--- src/rtl/ecc_pkg.sv ---
package ecc_pkg;
   typedef enum logic [2:0] {
      ST_IDLE    = 3'd0,
      ST_SETTLE  = 3'd1,
      ST_CHECK   = 3'd2,
      ST_RESOLVE = 3'd3,
      ST_FINISH  = 3'd4
   } cal_state_t;
endpackage

--- src/rtl/ecc_word_judge.sv ---
module ecc_word_judge #(
   parameter int WORD_W     = 8,
   parameter int PASS_WORDS = 64
) (
   input  logic              clk_i,
   input  logic              rst_i,
   input  logic              clear_i,
   input  logic              enable_i,
   input  logic [WORD_W-1:0] word_i,
   input  logic [WORD_W-1:0] pattern_i,
   output logic              tap_good_o,
   output logic              tap_bad_o
);
   localparam int CNT_W = $clog2(PASS_WORDS + 1);
   localparam logic [CNT_W-1:0] LAST_RUN = CNT_W'(PASS_WORDS - 1);

   logic [CNT_W-1:0] run_q;
   logic             match;

   assign match      = (word_i == pattern_i);
   assign tap_bad_o  = enable_i && !match;
   assign tap_good_o = enable_i && match && (run_q == LAST_RUN);

   always_ff @(posedge clk_i) begin
      if (rst_i || clear_i) begin
         run_q <= '0;
      end else if (enable_i && match) begin
         run_q <= run_q + 1'b1;
      end
   end
endmodule

--- src/rtl/ecc_window_track.sv ---
module ecc_window_track #(
   parameter int TAP_W = 5
) (
   input  logic             clk_i,
   input  logic             rst_i,
   input  logic             clear_i,
   input  logic             record_i,
   input  logic [TAP_W-1:0] tap_i,
   output logic             found_o,
   output logic [TAP_W-1:0] center_o
);
   logic [TAP_W-1:0] lo_q, hi_q;
   logic [TAP_W:0]   span_sum;

   always_ff @(posedge clk_i) begin
      if (rst_i || clear_i) begin
         found_o <= 1'b0;
         lo_q    <= '0;
         hi_q    <= '0;
      end else if (record_i) begin
         found_o <= 1'b1;
         if (!found_o || tap_i < lo_q) lo_q <= tap_i;
         if (!found_o || tap_i > hi_q) hi_q <= tap_i;
      end
   end

   assign span_sum = {1'b0, lo_q} + {1'b0, hi_q};
   assign center_o = span_sum[TAP_W:1];
endmodule

--- src/rtl/ecc_sweep_ctrl.sv ---
module ecc_sweep_ctrl
   import ecc_pkg::*;
#(
   parameter int TAP_W         = 5,
   parameter int SETTLE_CYCLES = 4
) (
   input  logic             clk_i,
   input  logic             rst_i,
   input  logic             start_i,
   input  logic             tap_good_i,
   input  logic             tap_bad_i,
   input  logic             found_i,
   input  logic [TAP_W-1:0] center_i,
   output logic             judge_clear_o,
   output logic             judge_en_o,
   output logic             win_clear_o,
   output logic             win_record_o,
   output logic [TAP_W-1:0] tap_o,
   output logic             load_o,
   output logic             busy_o,
   output logic             done_o,
   output logic             fail_o
);
   localparam int SET_W = $clog2(SETTLE_CYCLES + 1);
   localparam logic [SET_W-1:0] SETTLE_LAST = SET_W'(SETTLE_CYCLES - 1);
   localparam logic [TAP_W-1:0] LAST_TAP = '1;

   cal_state_t       state_q;
   logic [SET_W-1:0] settle_q;

   assign judge_en_o    = (state_q == ST_CHECK);
   assign judge_clear_o = (state_q != ST_CHECK);
   assign win_clear_o   = (state_q == ST_IDLE) && start_i;
   assign win_record_o  = (state_q == ST_CHECK) && tap_good_i;
   assign busy_o        = (state_q != ST_IDLE);

   always_ff @(posedge clk_i) begin
      if (rst_i) begin
         state_q  <= ST_IDLE;
         settle_q <= '0;
         tap_o    <= '0;
         load_o   <= 1'b0;
         done_o   <= 1'b0;
         fail_o   <= 1'b0;
      end else begin
         load_o <= 1'b0;
         unique case (state_q)
            ST_IDLE: begin
               if (start_i) begin
                  tap_o    <= '0;
                  load_o   <= 1'b1;
                  done_o   <= 1'b0;
                  fail_o   <= 1'b0;
                  settle_q <= '0;
                  state_q  <= ST_SETTLE;
               end
            end
            ST_SETTLE: begin
               if (settle_q == SETTLE_LAST) state_q <= ST_CHECK;
               else settle_q <= settle_q + 1'b1;
            end
            ST_CHECK: begin
               if (tap_good_i || tap_bad_i) begin
                  if (tap_o == LAST_TAP) begin
                     state_q <= ST_RESOLVE;
                  end else begin
                     tap_o    <= tap_o + 1'b1;
                     load_o   <= 1'b1;
                     settle_q <= '0;
                     state_q  <= ST_SETTLE;
                  end
               end
            end
            ST_RESOLVE: begin
               tap_o   <= found_i ? center_i : '0;
               fail_o  <= !found_i;
               load_o  <= 1'b1;
               state_q <= ST_FINISH;
            end
            ST_FINISH: begin
               done_o  <= 1'b1;
               state_q <= ST_IDLE;
            end
            default: state_q <= ST_IDLE;
         endcase
      end
   end
endmodule

--- src/rtl/eye_center_cal.sv ---
module eye_center_cal #(
   parameter int TAP_W         = 5,
   parameter int WORD_W        = 8,
   parameter int SETTLE_CYCLES = 4,
   parameter int PASS_WORDS    = 64
) (
   input  logic              clk_i,
   input  logic              rst_i,
   input  logic              start_i,
   input  logic [WORD_W-1:0] word_i,
   input  logic [WORD_W-1:0] pattern_i,
   output logic [TAP_W-1:0]  tap_o,
   output logic              load_o,
   output logic              busy_o,
   output logic              done_o,
   output logic              fail_o
);
   generate
      if (TAP_W < 1 || TAP_W > 8) begin : g_bad_tap_w
         $error("eye_center_cal: TAP_W must be 1..8");
      end
      if (WORD_W < 1) begin : g_bad_word_w
         $error("eye_center_cal: WORD_W must be at least 1");
      end
      if (SETTLE_CYCLES < 1) begin : g_bad_settle
         $error("eye_center_cal: SETTLE_CYCLES must be at least 1");
      end
      if (PASS_WORDS < 1) begin : g_bad_pass
         $error("eye_center_cal: PASS_WORDS must be at least 1");
      end
   endgenerate

   logic             tap_good, tap_bad, found;
   logic             judge_clear, judge_en, win_clear, win_record;
   logic [TAP_W-1:0] center;

   ecc_word_judge #(.WORD_W(WORD_W), .PASS_WORDS(PASS_WORDS)) u_judge (
      .clk_i     (clk_i),
      .rst_i     (rst_i),
      .clear_i   (judge_clear),
      .enable_i  (judge_en),
      .word_i    (word_i),
      .pattern_i (pattern_i),
      .tap_good_o(tap_good),
      .tap_bad_o (tap_bad)
   );

   ecc_window_track #(.TAP_W(TAP_W)) u_window (
      .clk_i   (clk_i),
      .rst_i   (rst_i),
      .clear_i (win_clear),
      .record_i(win_record),
      .tap_i   (tap_o),
      .found_o (found),
      .center_o(center)
   );

   ecc_sweep_ctrl #(.TAP_W(TAP_W), .SETTLE_CYCLES(SETTLE_CYCLES)) u_ctrl (
      .clk_i        (clk_i),
      .rst_i        (rst_i),
      .start_i      (start_i),
      .tap_good_i   (tap_good),
      .tap_bad_i    (tap_bad),
      .found_i      (found),
      .center_i     (center),
      .judge_clear_o(judge_clear),
      .judge_en_o   (judge_en),
      .win_clear_o  (win_clear),
      .win_record_o (win_record),
      .tap_o        (tap_o),
      .load_o       (load_o),
      .busy_o       (busy_o),
      .done_o       (done_o),
      .fail_o       (fail_o)
   );
endmodule

--- config.mk ---
export PLATFORM = sky130hd
export DESIGN_NAME = eye_center_cal
export DESIGN_NICKNAME = d
export VERILOG_FILES = /design/src/rtl/ecc_pkg.sv /design/src/rtl/ecc_word_judge.sv /design/src/rtl/ecc_window_track.sv /design/src/rtl/ecc_sweep_ctrl.sv /design/src/rtl/eye_center_cal.sv
export SDC_FILE = /design/constraint.sdc
export NUM_CORES = 1
export LEC_CHECK = 0
export BUFFER_PORTS_ARGS = -buffer_cell sky130_fd_sc_hd__buf_2
export CAP_MARGIN = 20
export CORE_UTILIZATION = 51
export CTS_CLUSTER_SIZE = 12
export DETAILED_ROUTE_END_ITERATION = 10
export HOLD_SLACK_MARGIN = 0.12
export MAX_ROUTING_LAYER = met4
export PLACE_DENSITY = 0.84
export SLEW_MARGIN = 20
export SYNTH_ARGS = -nofsm -noshare
export SYNTH_HDL_FRONTEND = slang
export SYNTH_HIERARCHICAL = 1
export SYNTH_SLANG_ARGS = --single-unit
--- constraint.sdc ---
create_clock -name clk_i -period 2.9 [get_ports clk_i]
set_input_delay 0.29 -clock clk_i [delete_from_list [all_inputs] [get_ports clk_i]]
set_output_delay 0.29 -clock clk_i [all_outputs]
set_load 0.01 [all_outputs]
==> flow_summary.json, run 1 <==
{
  "start_kind": "input pin",
  "tns_ns": 0,
  "whs_ns": 0.395,
  "insertedDiodeCount": 0,
  "pre_cts_ws_ns": 0.141,
  "cts-htree-levels": 2,
  "vdd_ir_drop_max_mv": 0.330,
  "synthTopCellsByArea": "dfxtp_1 30%, ha_1 11%, mux2i_1 9.3%",
  "max_clock_freq_mhz": 406,
  "synth_seq_cells": 32,
  "ys_warn_count": 6,
  "num_rows": 23,
  "grt-busiest-layer": "met2",
  "finalClockSkew_ns": 0.00217,
  "rsz0062_at_grt": "false",
  "slowest_delay_ns": 0.43,
  "required_ns": 3.08,
  "grt_overflow_total": 0,
  "hold_buffers": 0,
  "crit_top_cell": "nor4_2",
  "worst-setup-path-type": "in2reg",
  "finalCritPeriodShare_pct": 84.9,
  "cts_made_buffers": 5,
  "path_clk_slew_ns": 0.06,
  "port-buffer-count": 27,
  "clockBufferDepth": 2,
  "powerDensity_mw_per_mm2": 360,
  "drc": 0,
  "core_region_area_mm2": 0.00403,
  "cts_root_buf": "clkbuf_8",
  "relSlewSlack_pct": 68.9,
  "drive_gt1_share_pct": 19.4,
  "dieArea_mm2": 0.00447,
  "final_cells": 329,
  "first_global_vias": 1667,
  "post_cts_buffers": 0,
  "crit_fanout": 4,
  "dr.pass1.iters": 5,
  "multi_input_area_mm2": 0.00139,
  "initial_core_util_pct": 53.2,
  "hold_viol": 0,
  "synthToLayoutAreaGrowth_pct": 13.4,
  "syn-mean-instance-area_um2": 8.75,
  "grt_max_degree": 23,
  "wl_um": 4170,
  "ant_nets": 0,
  "grt_pass1_wl_um": 7000,
  "cts_tree": "built",
  "ios": 28,
  "die_height_um": 66.8,
  "cts_sinks": 32,
  "hp-class": "in2reg",
  "worst_ep_arrival_time_ns": 2.64,
  "synth_edf_count": 0,
  "cp-end-kind": "flop",
  "worstMarginPinSlew_ns": 0.464,
  "power_leakage_nw": 1.10,
  "synth_top_area_share_pct": 29.9,
  "clock_latency_ns": 0.28,
  "cap_viol_max_count": 0,
  "fp.dieW_um": 66.8,
  "cp_slowest_cell": "or3b_1",
  "ys.flop_type": "dfxtp_1",
  "async_reset_ff_share_pct": 0,
  "crit_buf_inv": 1,
  "synth_cells": 245,
  "fin_crit_ns": 2.46,
  "gr-usage-all-layers_pct": 21.6,
  "antenna_found_initial": 0,
  "grtUsageMet3_pct": 5.14,
  "fin_ws_ns": 0.439,
  "grt_use_met1_pct": 23.3,
  "fin_nets": 316,
  "slew_viol_final": 0,
  "yosysMostFrequentCell": "nand2_1",
  "run_status": "completed",
  "dp.cells": 321,
  "synth_area_mm2": 0.00214,
  "crit_chain": "buf_2 > xor2_1 > nor4_2 > nand3_2 > nor4_2 > o21bai_2 > or3b_1 > a31oi_4 > mux2_2",
  "finalSetupViolations": 0,
  "syn-num-nets": 283,
  "met2_usage_pct": 36.9,
  "dp_hpwl_um": 3080,
  "drtIter0Drc": 109,
  "ys_seq_area_share_pct": 29.9,
  "vias": 1803,
  "wl_per_cell_um": 12.7,
  "synth.distinct_cells": 48,
  "seqCellArea_um2": 641,
  "critPathTopFamily": "simple AND/OR/NAND/NOR gates",
  "gp_congestion": 0.878,
  "avgViaCountPerCell": 5.48,
  "synth_area_leader_cell": "dfxtp_1",
  "nFillCells": 370,
  "ctsResizeCount": 0,
  "synth_commonest_cells": "34 x nand2_1, 32 x dfxtp_1, 20 x mux2i_1"
}
## stage by stage
| stage | cell area (um2) | util (%) | total power [W] |
|---|---|---|---|
| 3_3_place_gp | 2340 | 58.1 | 0.000534 |
| 4_1_cts | 2430 | 60.3 | 0.000893 |
| 2_1_floorplan | 2140 | - | 0.000508 |
| 3_5_place_dp | 2340 | 58.1 | 0.000536 |
| 6_report | 2430 | 60.3 | 0.000876 |
| 5_1_grt | 2430 | 60.3 | 0.000911 |
## layout by cell type, fill, tap and decap left out, drive strengths merged, types with 4 or more instances in the layout
cell / instances
buf: 35
nand2: 34
dfxtp: 32
mux2i: 20
nor2: 18
ha: 18
inv: 14
xor2: 10
a21oi: 9
nand3: 9
clkbuf: 8
or3: 6
nand2b: 6
nand4: 6
and3: 5
o21ai: 5
nor2b: 4
a21o: 4
## per-layer routing
metal,vias to the layer above,part of all wire [%],wire (um)
met1,827,46,1930
met4,0,2.0,85
li1,926,-,-
met5,-,0,0
met3,8,4.1,170
met2,42,48,1980
## report_power, final
part / total [W] / switching, W / internal, W
Combinational: 0.0000821 / 0.0000452 / 0.0000369
Sequential: 0.000444 / 0.00000153 / 0.000443
Clock: 0.000349 / 0.000156 / 0.000193
Total: 0.000876 / 0.000203 / 0.000673
## sequential cells by signal, summed over array words and instances (netlist names)
register and flops:
u_window/lo_q 5, u_ctrl/load_o 1, u_ctrl/tap_o 5, u_window/found_o 1, u_ctrl/done_o 1, u_judge/run_q 7
u_window/hi_q 5, u_ctrl/settle_q 3, u_ctrl/state_q 3, u_ctrl/fail_o 1
## kinds of logic after synthesis
logic type      share of synthesized area [%]
mux                                      10.4
flops                                    29.9
compound gates                           12.9
xor+xnor                                 4.90
fa+ha+maj                                11.4
buf+inv                                  5.31
simple gates                             25.2
## worst paths after layout
| kind | endpoint | slack (ns) | startpoint | cells past startpoint |
|---|---|---|---|---|
| worst max-delay path | u_ctrl/settle_q[0] | 0.44 | pattern_i[7] | 9 |
| worst min-delay path | u_ctrl/tap_o[4] | 0.40 | rst_i | 2 |
| worst max register to register | u_ctrl/settle_q[0] | 0.47 | u_ctrl/state_q[2] | 8 |
| worst min register to register | u_window/lo_q[0] | 0.47 | u_window/lo_q[0] | 2 |
## final cells by class
type,instances,share of cell area [%]
repair buffers,35,8.03
clock buffers,8,3.71
well taps,50,2.57
inverters,14,2.16
multi-input cells,190,57.2
flip-flops and latches,32,26.4
Note: power is estimated with default switching activity, not from simulation.
==> run 2: changes to the inputs <==
clock period = 2.1 ns   (was 2.9 ns; I/O delays follow)
==> run 2 against run 1 <==
- via count rose by 4.1%
- register-to-register slack got worse by 0.43 ns
- sequential cell count did not move
- clock-buffer cell count is 2 lower
- non-clock buffer count rose by 16
- core utilization up 5.9 points
- cell area increased by 9.8%
- wire length up 13%
- critical path depth shrank 2
- die area did not move
- largest power group unchanged
- global-route usage up 3.0 points
- clock power grew 25%
==> flow_summary.json, run 2 (synthesized netlist as in run 1, its figures left out) <==
{
  "run_status": "completed",
  "finalSetupViolations": 0,
  "p_int_w": 0.000899,
  "gp_congestion": 0.879,
  "r2r_end": "u_ctrl/settle_q[0]",
  "clock_latency_ns": 0.28,
  "cts_tree": "built",
  "final_common_cell": "nand2_1",
  "dp_hpwl_um": 3710,
  "insertedDiodeCount": 0,
  "required_ns": 2.27,
  "slowest_delay_ns": 0.39,
  "vias": 1877,
  "cp-endpoint": "u_ctrl/settle_q[0]",
  "rsz0062_at_grt": "true",
  "clockBufferDepth": 2,
  "power_leakage_nw": 1.19,
  "power.switching_w": 0.000290,
  "drc": 0,
  "first_global_vias": 1812,
  "rr_worst_depth": 7,
  "port-buffer-count": 27,
  "cts_root_buf": "clkbuf_8",
  "grt_pass1_wl_um": 7910,
  "finalCritPeriodShare_pct": 98.3,
  "cp-end-kind": "flop",
  "reg2reg_from": "u_ctrl/tap_o[0]",
  "cap_viol_max_count": 0,
  "tns_ns": 0,
  "wl_per_cell_um": 13.7,
  "pre_cts_ws_ns": -0.261,
  "seqPwrFrac_pct": 51.7,
  "cts_sinks": 32,
  "cp_num_cells": 7,
  "drive_gt1_share_pct": 28.6,
  "worst_ep_arrival_time_ns": 2.24,
  "die_height_um": 66.8,
  "layout_common_cells": "34 x nand2_1, 28 x dfxtp_1, 26 x buf_2, 24 x buf_4, 20 x mux2i_1",
  "finalClockSkew_ns": 0.00364,
  "cts_made_buffers": 5,
  "power.share.switching_pct": 24.4,
  "gr-usage-all-layers_pct": 24.6,
  "startpoint": "u_ctrl/tap_o[0]",
  "powerDensity_mw_per_mm2": 445,
  "worst-setup-path-type": "reg2reg",
  "wl_met2_um": 2460,
  "fin_nets": 332,
  "path_clk_slew_ns": 0.06,
  "ios": 28,
  "dieArea_mm2": 0.00447,
  "largest-register": "u_judge/run_q",
  "initial_core_util_pct": 53.2,
  "power.share.clock_pct": 36.6,
  "hold_buffers": 0,
  "fp.dieW_um": 66.8,
  "cts-htree-levels": 2,
  "r2r_slack_ns": 0.04,
  "crit_chain": "ha_2 > and3_1 > ha_1 > o21bai_4 > or3b_4 > a31oi_4 > mux2_4",
  "hp-class": "in2reg",
  "wl_um": 4720,
  "dr.pass1.iters": 4,
  "start_kind": "flop",
  "num_rows": 23,
  "worstMarginPinSlew_ns": 0.625,
  "largest_reg_flops": 7,
  "relSlewSlack_pct": 58.3,
  "grt_max_degree": 23,
  "core_region_area_mm2": 0.00403,
  "vdd_ir_drop_max_mv": 0.405,
  "combPwrFrac_pct": 11.7,
  "crit_buf_inv": 0,
  "drtIter0Drc": 76,
  "synthToLayoutAreaGrowth_pct": 24.5,
  "critPathTopFamily": "simple AND/OR/NAND/NOR gates",
  "ant_nets": 0,
  "slew_viol_final": 0,
  "hold_viol": 0,
  "crit_fanout": 3,
  "fin_crit_ns": 2.06,
  "antenna_found_initial": 0,
  "met1Wirelength_um": 2020,
  "avgViaCountPerCell": 5.46,
  "max_clock_freq_mhz": 484,
  "fin_ws_ns": 0.0359,
  "route.met3.wl_um": 179,
  "nFillCells": 332,
  "cp_slowest_cell": "or3b_4",
  "top_layer_used": "met4",
  "grt_overflow_total": 0
}
[run 2: cell types whose count changed in the layout (fill, tap and decap cells not counted), sizes merged]
cell and change:
clkinv +1, buf +16, clkbuf -2
[run 2: cell type report]
class / count / area (um2) / share of cell area (%)
tap: 50 / 62.6 / 2.34
multi-input combinational: 190 / 1510 / 56.6
clock inverter: 1 / 5.00 / 0.187
sequential: 32 / 646 / 24.2
clock buffer: 6 / 72.6 / 2.72
inverter: 14 / 52.6 / 1.97
timing repair buffer: 51 / 322 / 12.0
[run 2: through the flow]
stage	utilization [%]	std cells	instance area (um2)	total power [W]	hold slack (ns)
3_3_place_gp	63.1	335	2540	0.000760	0.458
5_1_grt	66.3	344	2670	0.00124	0.380
3_5_place_dp	63.1	335	2540	0.000763	0.472
4_1_cts	65.1	342	2620	0.00120	0.362
6_report	66.3	344	2670	0.00119	0.340
2_1_floorplan	-	245	2250	0.000716	0.386
[run 2: worst min-delay path by stage]
stage	from	end	slack, ns	cells past startpoint
3_5_place_dp	u_window/hi_q[2]	u_window/hi_q[2]	0.47	2
5_1_grt	rst_i	u_window/found_o	0.38	3
4_1_cts	rst_i	u_ctrl/tap_o[0]	0.36	3
6_report	rst_i	u_window/found_o	0.34	3
3_3_place_gp	u_window/lo_q[0]	u_window/lo_q[0]	0.46	2
2_1_floorplan	rst_i	u_judge/run_q[0]	0.39	2
[run 2: routing by layer]
layer	up-vias	track usage, %
met2	37	43.3
met1	878	27.2
li1	957	-
met5	-	-
met4	0	9.04
met3	5	5.14
[run 2: power by group through the flow]
stage / Clock (W) / Combinational, W / Sequential (W)
2_1_floorplan: 0 / 0.0000883 / 0.000628
3_3_place_gp: 0 / 0.000132 / 0.000628
3_5_place_dp: 0 / 0.000135 / 0.000628
4_1_cts: 0.000450 / 0.000136 / 0.000614
5_1_grt: 0.000473 / 0.000153 / 0.000615
6_report: 0.000435 / 0.000139 / 0.000614
[run 2: tightest hold or removal path, cell delays in order]
cell and delay (ns):
buf_2 0.11, nor2_2 0.12, o21a_1 0.14
[run 2: repair_timing]
item,in CTS,in global routing
setup endpoints to repair,3,15
hold endpoints to repair,0,0
buffers inserted,0,2
gates resized for setup,2,11
